==> src/rtl/asid_alloc_pkg.sv <==
package asid_alloc_pkg;
    typedef enum logic [2:0] {
        ST_IDLE,
        ST_CHECK,
        ST_SEARCH,
        ST_ROLL,
        ST_REPLY
    } alloc_state_e;
endpackage

==> src/rtl/asid_free_finder.sv <==
module asid_free_finder #(
    parameter int ASID_W = 4,
    localparam int NA = 1 << ASID_W
) (
    input  logic [NA-1:0]     used,
    input  logic [ASID_W-1:0] start,
    output logic              found,
    output logic [ASID_W-1:0] idx
);
    logic [NA-1:0] cand;

    // A slot is a candidate when it is free and at or above the start.
    // Slot 0 is never a candidate.
    generate
        for (genvar g = 0; g < NA; g++) begin : g_cand
            if (g == 0) begin : g_zero
                assign cand[g] = 1'b0;
            end else begin : g_rest
                assign cand[g] = !used[g] && (ASID_W'(g) >= start);
            end
        end
    endgenerate

    // Lowest candidate wins: scan downward so the last hit is the lowest.
    always_comb begin
        found = 1'b0;
        idx   = '0;
        for (int i = NA - 1; i >= 0; i--) begin
            if (cand[i]) begin
                found = 1'b1;
                idx   = ASID_W'(i);
            end
        end
    end


    always_comb begin
        if (found) begin
            found_free_chk: assert (!used[idx] && idx >= start && idx != '0);
        end
    end
endmodule

==> src/rtl/asid_flush_flags.sv <==
module asid_flush_flags #(
    parameter int NCPU = 4,
    localparam int CPU_W = (NCPU > 1) ? $clog2(NCPU) : 1
) (
    input  logic             clk,
    input  logic             rst_n,
    input  logic             set_all,
    input  logic             clr_en,
    input  logic [CPU_W-1:0] clr_idx,
    output logic [NCPU-1:0]  flags
);
    // One flag per CPU: set together on rollover, cleared one at a time.
    generate
        for (genvar c = 0; c < NCPU; c++) begin : g_flag
            always_ff @(posedge clk or negedge rst_n) begin
                if (!rst_n) begin
                    flags[c] <= 1'b0;
                end else if (set_all) begin
                    flags[c] <= 1'b1;
                end else if (clr_en && clr_idx == CPU_W'(c)) begin
                    flags[c] <= 1'b0;
                end
            end
        end
    endgenerate


    flag_clear_chk: assert property (@(posedge clk) disable iff (!rst_n)
        (clr_en && !set_all) |=> !flags[$past(clr_idx)]);
endmodule

==> src/rtl/asid_gen_alloc.sv <==
module asid_gen_alloc
    import asid_alloc_pkg::*;
#(
    parameter int ASID_W = 4,
    parameter int NCPU   = 4,
    parameter int ID_W   = 12,
    localparam int CPU_W = (NCPU > 1) ? $clog2(NCPU) : 1
) (
    input  logic             clk,
    input  logic             rst_n,
    input  logic             req_valid,
    output logic             req_ready,
    input  logic [CPU_W-1:0] req_cpu,
    input  logic [ID_W-1:0]  req_id,
    output logic             rsp_valid,
    output logic [ID_W-1:0]  rsp_id,
    output logic             rsp_flush,
    output logic [NCPU-1:0]  flush_pend
);
    localparam int NA    = 1 << ASID_W;
    localparam int GEN_W = ID_W - ASID_W;

    alloc_state_e state_q, state_d;

    logic [CPU_W-1:0]  cpu_q;
    logic [ID_W-1:0]   id_q;
    logic [ID_W-1:0]   new_id_q;
    logic [GEN_W-1:0]  gen_q;
    logic [NA-1:0]     used_q;
    logic [ASID_W-1:0] start_q;

    logic [ASID_W-1:0] old_low;
    logic              is_current;
    logic              reuse_ok;
    logic              f_found;
    logic [ASID_W-1:0] f_idx;
    logic [GEN_W-1:0]  gen_inc;
    logic              set_all;
    logic              clr_en;

    // Classification of the latched identifier.
    assign old_low    = id_q[ASID_W-1:0];
    assign is_current = ((id_q ^ {gen_q, {ASID_W{1'b0}}}) >> ASID_W) == '0;
    assign reuse_ok   = (id_q != '0) && (old_low != '0) && !used_q[old_low];

    // Next generation; skip 0 on wrap so a current identifier is never 0.
    assign gen_inc = (gen_q + GEN_W'(1) == '0) ? GEN_W'(1) : gen_q + GEN_W'(1);

    asid_free_finder #(.ASID_W(ASID_W)) u_find (
        .used  (used_q),
        .start (start_q),
        .found (f_found),
        .idx   (f_idx)
    );

    asid_flush_flags #(.NCPU(NCPU)) u_flags (
        .clk     (clk),
        .rst_n   (rst_n),
        .set_all (set_all),
        .clr_en  (clr_en),
        .clr_idx (cpu_q),
        .flags   (flush_pend)
    );

    // State register.
    always_ff @(posedge clk or negedge rst_n) begin
        if (!rst_n) state_q <= ST_IDLE;
        else        state_q <= state_d;
    end

    // Next-state logic.
    always_comb begin
        state_d = state_q;
        unique case (state_q)
            ST_IDLE:   if (req_valid) state_d = ST_CHECK;
            ST_CHECK:  state_d = (is_current || reuse_ok) ? ST_REPLY : ST_SEARCH;
            ST_SEARCH: state_d = f_found ? ST_REPLY : ST_ROLL;
            ST_ROLL:   state_d = ST_SEARCH;
            ST_REPLY:  state_d = ST_IDLE;
            default:   state_d = ST_IDLE;
        endcase
    end

    // Datapath registers.
    always_ff @(posedge clk or negedge rst_n) begin
        if (!rst_n) begin
            cpu_q    <= '0;
            id_q     <= '0;
            new_id_q <= '0;
            gen_q    <= GEN_W'(1);
            used_q   <= NA'(1);
            start_q  <= ASID_W'(1);
        end else begin
            unique case (state_q)
                ST_IDLE: begin
                    if (req_valid) begin
                        cpu_q <= req_cpu;
                        id_q  <= req_id;
                    end
                end
                ST_CHECK: begin
                    if (is_current) begin
                        new_id_q <= id_q;
                    end else if (reuse_ok) begin
                        used_q[old_low] <= 1'b1;
                        new_id_q        <= {gen_q, old_low};
                    end
                end
                ST_SEARCH: begin
                    if (f_found) begin
                        used_q[f_idx] <= 1'b1;
                        start_q       <= f_idx;
                        new_id_q      <= {gen_q, f_idx};
                    end
                end
                ST_ROLL: begin
                    gen_q   <= gen_inc;
                    used_q  <= NA'(1);
                    start_q <= ASID_W'(1);
                end
                ST_REPLY: ;
                default: ;
            endcase
        end
    end

    // Outputs.
    always_comb begin
        req_ready = (state_q == ST_IDLE);
        rsp_valid = (state_q == ST_REPLY);
        rsp_id    = new_id_q;
        rsp_flush = flush_pend[cpu_q];
        set_all   = (state_q == ST_ROLL);
        clr_en    = (state_q == ST_REPLY);
    end


    one_reply_chk: assert property (@(posedge clk) disable iff (!rst_n)
        rsp_valid |=> (req_ready && !rsp_valid));


    asid_nonzero_chk: assert property (@(posedge clk) disable iff (!rst_n)
        rsp_valid |-> (rsp_id[ASID_W-1:0] != '0));


    gen_current_chk: assert property (@(posedge clk) disable iff (!rst_n)
        rsp_valid |-> (rsp_id[ID_W-1:ASID_W] == gen_q));


    roll_flags_chk: assert property (@(posedge clk) disable iff (!rst_n)
        (state_q == ST_ROLL) |=> ((&flush_pend) && gen_q != $past(gen_q)));


    current_keep_chk: assert property (@(posedge clk) disable iff (!rst_n)
        (state_q == ST_CHECK && is_current) |=> (rsp_valid && rsp_id == $past(id_q)));
endmodule

==> config.mk <==
export PLATFORM = sky130hd
export DESIGN_NAME = asid_gen_alloc
export DESIGN_NICKNAME = d
export VERILOG_FILES = /design/src/rtl/asid_alloc_pkg.sv /design/src/rtl/asid_free_finder.sv /design/src/rtl/asid_flush_flags.sv /design/src/rtl/asid_gen_alloc.sv
export SDC_FILE = /design/constraint.sdc
export NUM_CORES = 1
export LEC_CHECK = 0
export CORE_UTILIZATION = 57
export CTS_BUF_LIST = sky130_fd_sc_hd__clkbuf_16
export DETAILED_ROUTE_END_ITERATION = 16
export PLACE_DENSITY = 0.8
export SYNTH_ARGS = -nofsm -noshare
export SYNTH_HDL_FRONTEND = slang
export SYNTH_SLANG_ARGS = --single-unit
==> constraint.sdc <==
create_clock -name clk -period 3.2 [get_ports clk]
set_clock_uncertainty 0.15 [all_clocks]
set_input_delay 0.64 -clock clk [delete_from_list [all_inputs] [get_ports clk]]
set_output_delay 0.64 -clock clk [all_outputs]
set_load 0.05 [all_outputs]
After elaboration in Yosys (flattened, before gate mapping). Cells that the tools add are included. W data, S select, Z words.

$add $sub $neg: 1. $lt $le $gt $ge: 20. Equality and inequality tests: 12. Mux-type cells: 61. Bitwise operators: 3. Reductions and logical operators: 57.

Operators with widths (count): $mux W4 (16); $mux W16 (3); $pmux W16 S3 (1); $mux W12 (3); $ge A4 B4 Y1 const A (8); $or A16 B16 Y16 (2); $mux W1 (27); $pmux W12 S2 (1); $logic_and A1 B1 Y1 (23); $ge A3 B4 Y1 const A (4); $logic_not A1 Y1 (16); $logic_not A12 Y1 (1); $pmux W3 S4 (1); $reduce_bool A12 Y1 (1); $reduce_bool A2 Y1 (6); $xor A12 B12 Y12 (1); $lt A4 B5 Y1 const B (2); $mux W3 (3); $add A8 B1 Y8 const B (1); $demux W1 S4 (2); $ge A2 B4 Y1 const A (2); $ge A4 B1 Y1 const B (2); $logic_not A8 Y1 (1); $mux W8 (1); 20 further kinds (26).

Flip-flop bits (word level): 61. Bits of input ports: 17. Output and inout bits: 19. Logic and storage cells: 165.

Depth between registers and ports, before layout.
Word-level depth: 24. Gate-level depth with buffers: 8. Gate-level depth less buffers: 6.

Cells and area by module. Synthesis repeated with hierarchy kept, for this count alone.

Cell total of the unflattened synthesis: 439. Area total of the unflattened synthesis: 4070.2 µm².

Modules (own cells, without submodules): asid_gen_alloc (times used 1, cells each 358, area each 3425.8 µm², seq. area each 1430.1 µm²); asid_free_finder (times used 1, cells each 67, area each 489.2 µm², seq. area each 0.0 µm²); asid_flush_flags (times used 1, cells each 14, area each 155.1 µm², seq. area each 100.1 µm²).

Worst setup path before layout. Ideal clock, no wire load.

Kind: reg2reg. From: register state_q[0]. To: register id_q[11]. Library setup time: 0.125 ns. Arrival time: 2.811 ns. Required time: 2.925 ns. Slack: 0.114 ns. Stages on the path, launching flop included: 7. Buffers on the path: 3. Period minus slack after synthesis: 3.086 ns. Cells stage by stage: dfrtp_1 -> clkbuf_1 -> nor3_1 -> and2_1 -> clkbuf_1 -> buf_1 -> mux2_2.

Cells in the longest elaborated chain, start to end: 2.

RTL lines: from (decl) (line asid_gen_alloc.sv:23) `alloc_state_e state_q, state_d;`; from (signal assigned) (line asid_gen_alloc.sv:68) `else state_q <= state_d;`; $logic_not A3 Y1; net req_ready (line asid_gen_alloc.sv:12) `output logic req_ready,`; $reduce_and A2 Y1 (no source line); to (signal assigned) (line asid_gen_alloc.sv:98) `id_q <= req_id;`; to (decl) (line asid_gen_alloc.sv:26) `logic [ID_W-1:0] id_q;`.

The timed path passes the listed nets, and every way through them passes these cells. A chain may end at the register's enable or synchronous reset.

Final worst setup path.
From: register start_q[1]. To: register new_id_q[5], in the netlist rsp_id[5].

Cells in the longest elaborated chain, start to end: 19. Elaborated cells on any way between the ends: 47. Classes of those cells: order compare: 15; eq/ne: 1; mux: 15; reduce/logical: 16.

RTL lines: from (decl) (line asid_gen_alloc.sv:30) `logic [ASID_W-1:0] start_q;`; from (signal assigned) (line asid_gen_alloc.sv:112) `start_q <= f_idx;`; $ge A4 B4 Y1 (line asid_free_finder.sv:19) `assign cand[g] = !used[g] && (ASID_W'(g) >= start);`; $logic_and A1 B1 Y1 (line asid_free_finder.sv:19); $mux W1 (14 in series) (line asid_free_finder.sv:29) `if (cand[i]) begin`; $mux W1 * (line asid_free_finder.sv:29); $ne A2 B2 Y1 (no source line) *; $reduce_and A3 Y1 (no source line) *; to (signal assigned) (line asid_gen_alloc.sv:103) `new_id_q <= id_q;`; to (signal assigned) (line asid_gen_alloc.sv:106) `new_id_q <= {gen_q, old_low};`; to (signal assigned) (line asid_gen_alloc.sv:113) `new_id_q <= {gen_q, f_idx};`; to (decl) (line asid_gen_alloc.sv:27) `logic [ID_W-1:0] new_id_q;`.

Mark *: on every way between the ends. The rest lies on a longest branch, timed or not.

==> results.toml <==
[yosys]
ys_seq_area_frac = 0.418
ys_ff_latch = 60
synth_edf_count = 0
syn_inst = 364
yosysWarningCount = 0
synth_nets = 382
synth_top_family_by_area = "compound AO/OA/AOI/OAI gates"
synth_fa_ha_area_frac = 0.00347
synth_area_mm2 = 0.00360
ys.flop_type = "dfrtp_1"
synthArstFlopShare = 1.00
synthSimpleGateAreaFrac = 0.151
synth_mux_area_frac = 0.101
synth_xor_area_frac = 0.0341
synth_compound_area_frac = 0.242
avgSynthCellArea_um2 = 9.89
yosysUniqueCellTypes = 61

[global_route]
grt_pass1_wl_um = 15100
antenna_found_initial = 0
grt_pass1_vias = 2967
gr-total-overflow = 0
groute.usage.overall = 0.313
grt_max_degree = 61

[routing]
wl_per_cell_um = 20.1
viasPerCell = 6.66
ant_nets = 0
drc = 0
drt_wl_total_um = 9450
num_vias = 3129
drt_iter0_drc = 304
first_pass_iters = 5

[critical_path]
critPathArrivalTime_ns = 2.90
r2r-start = "start_q[1]"
slowest_delay_ns = 0.73
cp-start-kind = "flip-flop"
critPathCaptureType = "flip-flop"
crit_cells = 6
startpoint = "start_q[1]"
reg2regPathDepth = 6
path_buf_inv = 0
worstSetupPathType = "reg -> reg"
path_max_fanout = 20
slowest_stage = "dfrtp_1"
cp_top_family = "simple AND/OR/NAND/NOR gates"
critical_path.cell_chain = "a41oi_1 > nand2b_1 > nand4b_1 > o31ai_1 > and2_4 > mux2_2"
cp.required_ns = 3.26

[floorplanning]
core_region_area_mm2 = 0.00599
start_util = 0.601
rows = 28
die_h_um = 81.5
ios = 36
die_x_um = 81.5
design.die.area_mm2 = 0.00664

[timing]
maxSlewHeadroom = 0.441
max_freq_mhz = 352
hold_viol = 0
rsz0062_at_grt = "false"
period_share = 0.888
tns_ns = 0
setup_viol = 0
drv_slew = 0
worstMarginPinSlew_ns = 0.838
min_period_ns = 2.84

[clock_network]
cts_buffers = 9
post_cts.repair.setup_buffers = 0
clock_latency_ns = 0.33
cts_tree = "yes"
root_buffer = "clkbuf_16"
ctsHtreeMaxLevel = 3
clock_path_buffers = 2
clk_pin_slew_ns = 0.06
cts_resized = 0
cts_sinks = 60
ctsHoldBuffers = 0

[final_layout]
seq_area_mm2 = 0.00150
drive_above_1_share = 0.182
antenna_cells = 0
area_delta_synth_final_pct = 18.7
multi_input_area_mm2 = 0.00191
nets = 408
n_fill_cell = 428

[outcome]
status = "finished clean"

[placement]
gp_congestion = 0.943
dp_hpwl_um = 6520
numPortBuffers = 35

[flow_run]
cap_violations = 0

[pwr]
ir_drop_uv = 740
power_density_mw_per_mm2 = 987
p_total_mw = 4.22
p_leak_nw = 1.71

[hold_path]
min_path_type = "in -> async"
## cell usage in the layout (no fill, tap or decap), drive strengths merged, types with 2 or more instances in the layout
cell type	count
a221o	3
nor3b	2
xor2	2
o21a	11
inv	12
buf	8
o31ai	6
a22oi	13
a21o	3
o21ai	22
mux2i	2
dfstp	2
o211ai	13
clkinv	3
clkbuf	9
a211oi	4
nand3	8
or3	3
mux2	21
nand2b	8
o31a	4
xnor2	12
a31o	2
mux4	4
and2	3
a31oi	6
a221oi	3
nand4	9
a21oi	12
bufinv	2
clkdlybuf4s50	34
nor3	8
and3	3
nand2	37
or2	3
dfrtp	58
o22ai	2
nor2	21
## routing by layer
metal  wire length, um  GRT usage  vias up
met1              3930      0.429     1541
li1                  -          -     1401
met2              4530      0.488      158
met5                 0          0        -
met3               708     0.0456       29
met4               279      0.154        0
## kinds of logic (layout without fill, tap and decap cells)
logic type,Yosys count,count (layout)
DFF,60,60
buffers and inverters,38,69
muxes,27,27
adders and majority gates,1,1
and+or+nand+nor,110,110
xor gates and xnor gates,14,14
AOI/OAI and AO/OA,114,114
## layout make-up
| class | count | share of cell area |
|---|---|---|
| clock inverter | 7 | 0.0231 |
| timing repair buffer | 42 | 0.0931 |
| inverter | 11 | 0.00966 |
| clock buffer | 9 | 0.0527 |
| sequential | 60 | 0.352 |
| multi-input combinational | 266 | 0.448 |
| tap | 75 | 0.0219 |
## sequential cells by signal, summed over array words and instances, names as in the netlist
name and count:
used_q 15, id_q 12, rsp_id 12, gen_q 8, start_q 4, u_flags.flags 4, state_q 3, cpu_q 2
## path summary, 6_finish.rpt
| check | endpoint | slack, ns |
|---|---|---|
| worst max-delay path | rsp_id[5] | 0.36 |
| worst min-delay path | used_q[4] | 0.31 |
| worst max register to register | rsp_id[5] | 0.36 |
| worst min register to register | rsp_id[11] | 0.36 |
| max in group asynchronous | rsp_id[2] | 2.11 |
| min in group clk | rsp_id[11] | 0.36 |
## where the power goes
part | switching (mW) | internal, mW
sequential | 0.355 | 1.00
combinational | 1.07 | 0.752
clock | 0.355 | 0.684
total | 1.78 | 2.44
## per-stage QoR
step	hold slack, ns	utilization	setup slack [ns]	cell area [um2]	instances
final	0.306	0.714	0.359	4280	470
after global routing	0.382	0.714	0.188	4280	470
after CTS	0.341	0.714	0.337	4280	470
after detailed placement	0.356	0.660	0.429	3950	454
after global placement	0.347	0.660	0.531	3950	454
after floorplan	0.194	-	0.114	3600	364
## cells in the mapped netlist, drive strengths merged, types with 9 or more instances
cell type,n,area share
inv,11,0.011
a22oi,13,0.040
o21a,11,0.023
o211ai,13,0.027
nor2,21,0.022
nand2,37,0.039
nand4,9,0.016
dfrtp,58,0.40
xnor2,12,0.029
mux2,21,0.071
a21oi,12,0.017
clkbuf,12,0.013
buf,15,0.027
o21ai,22,0.031
Power figures use the tool's default switching activity.
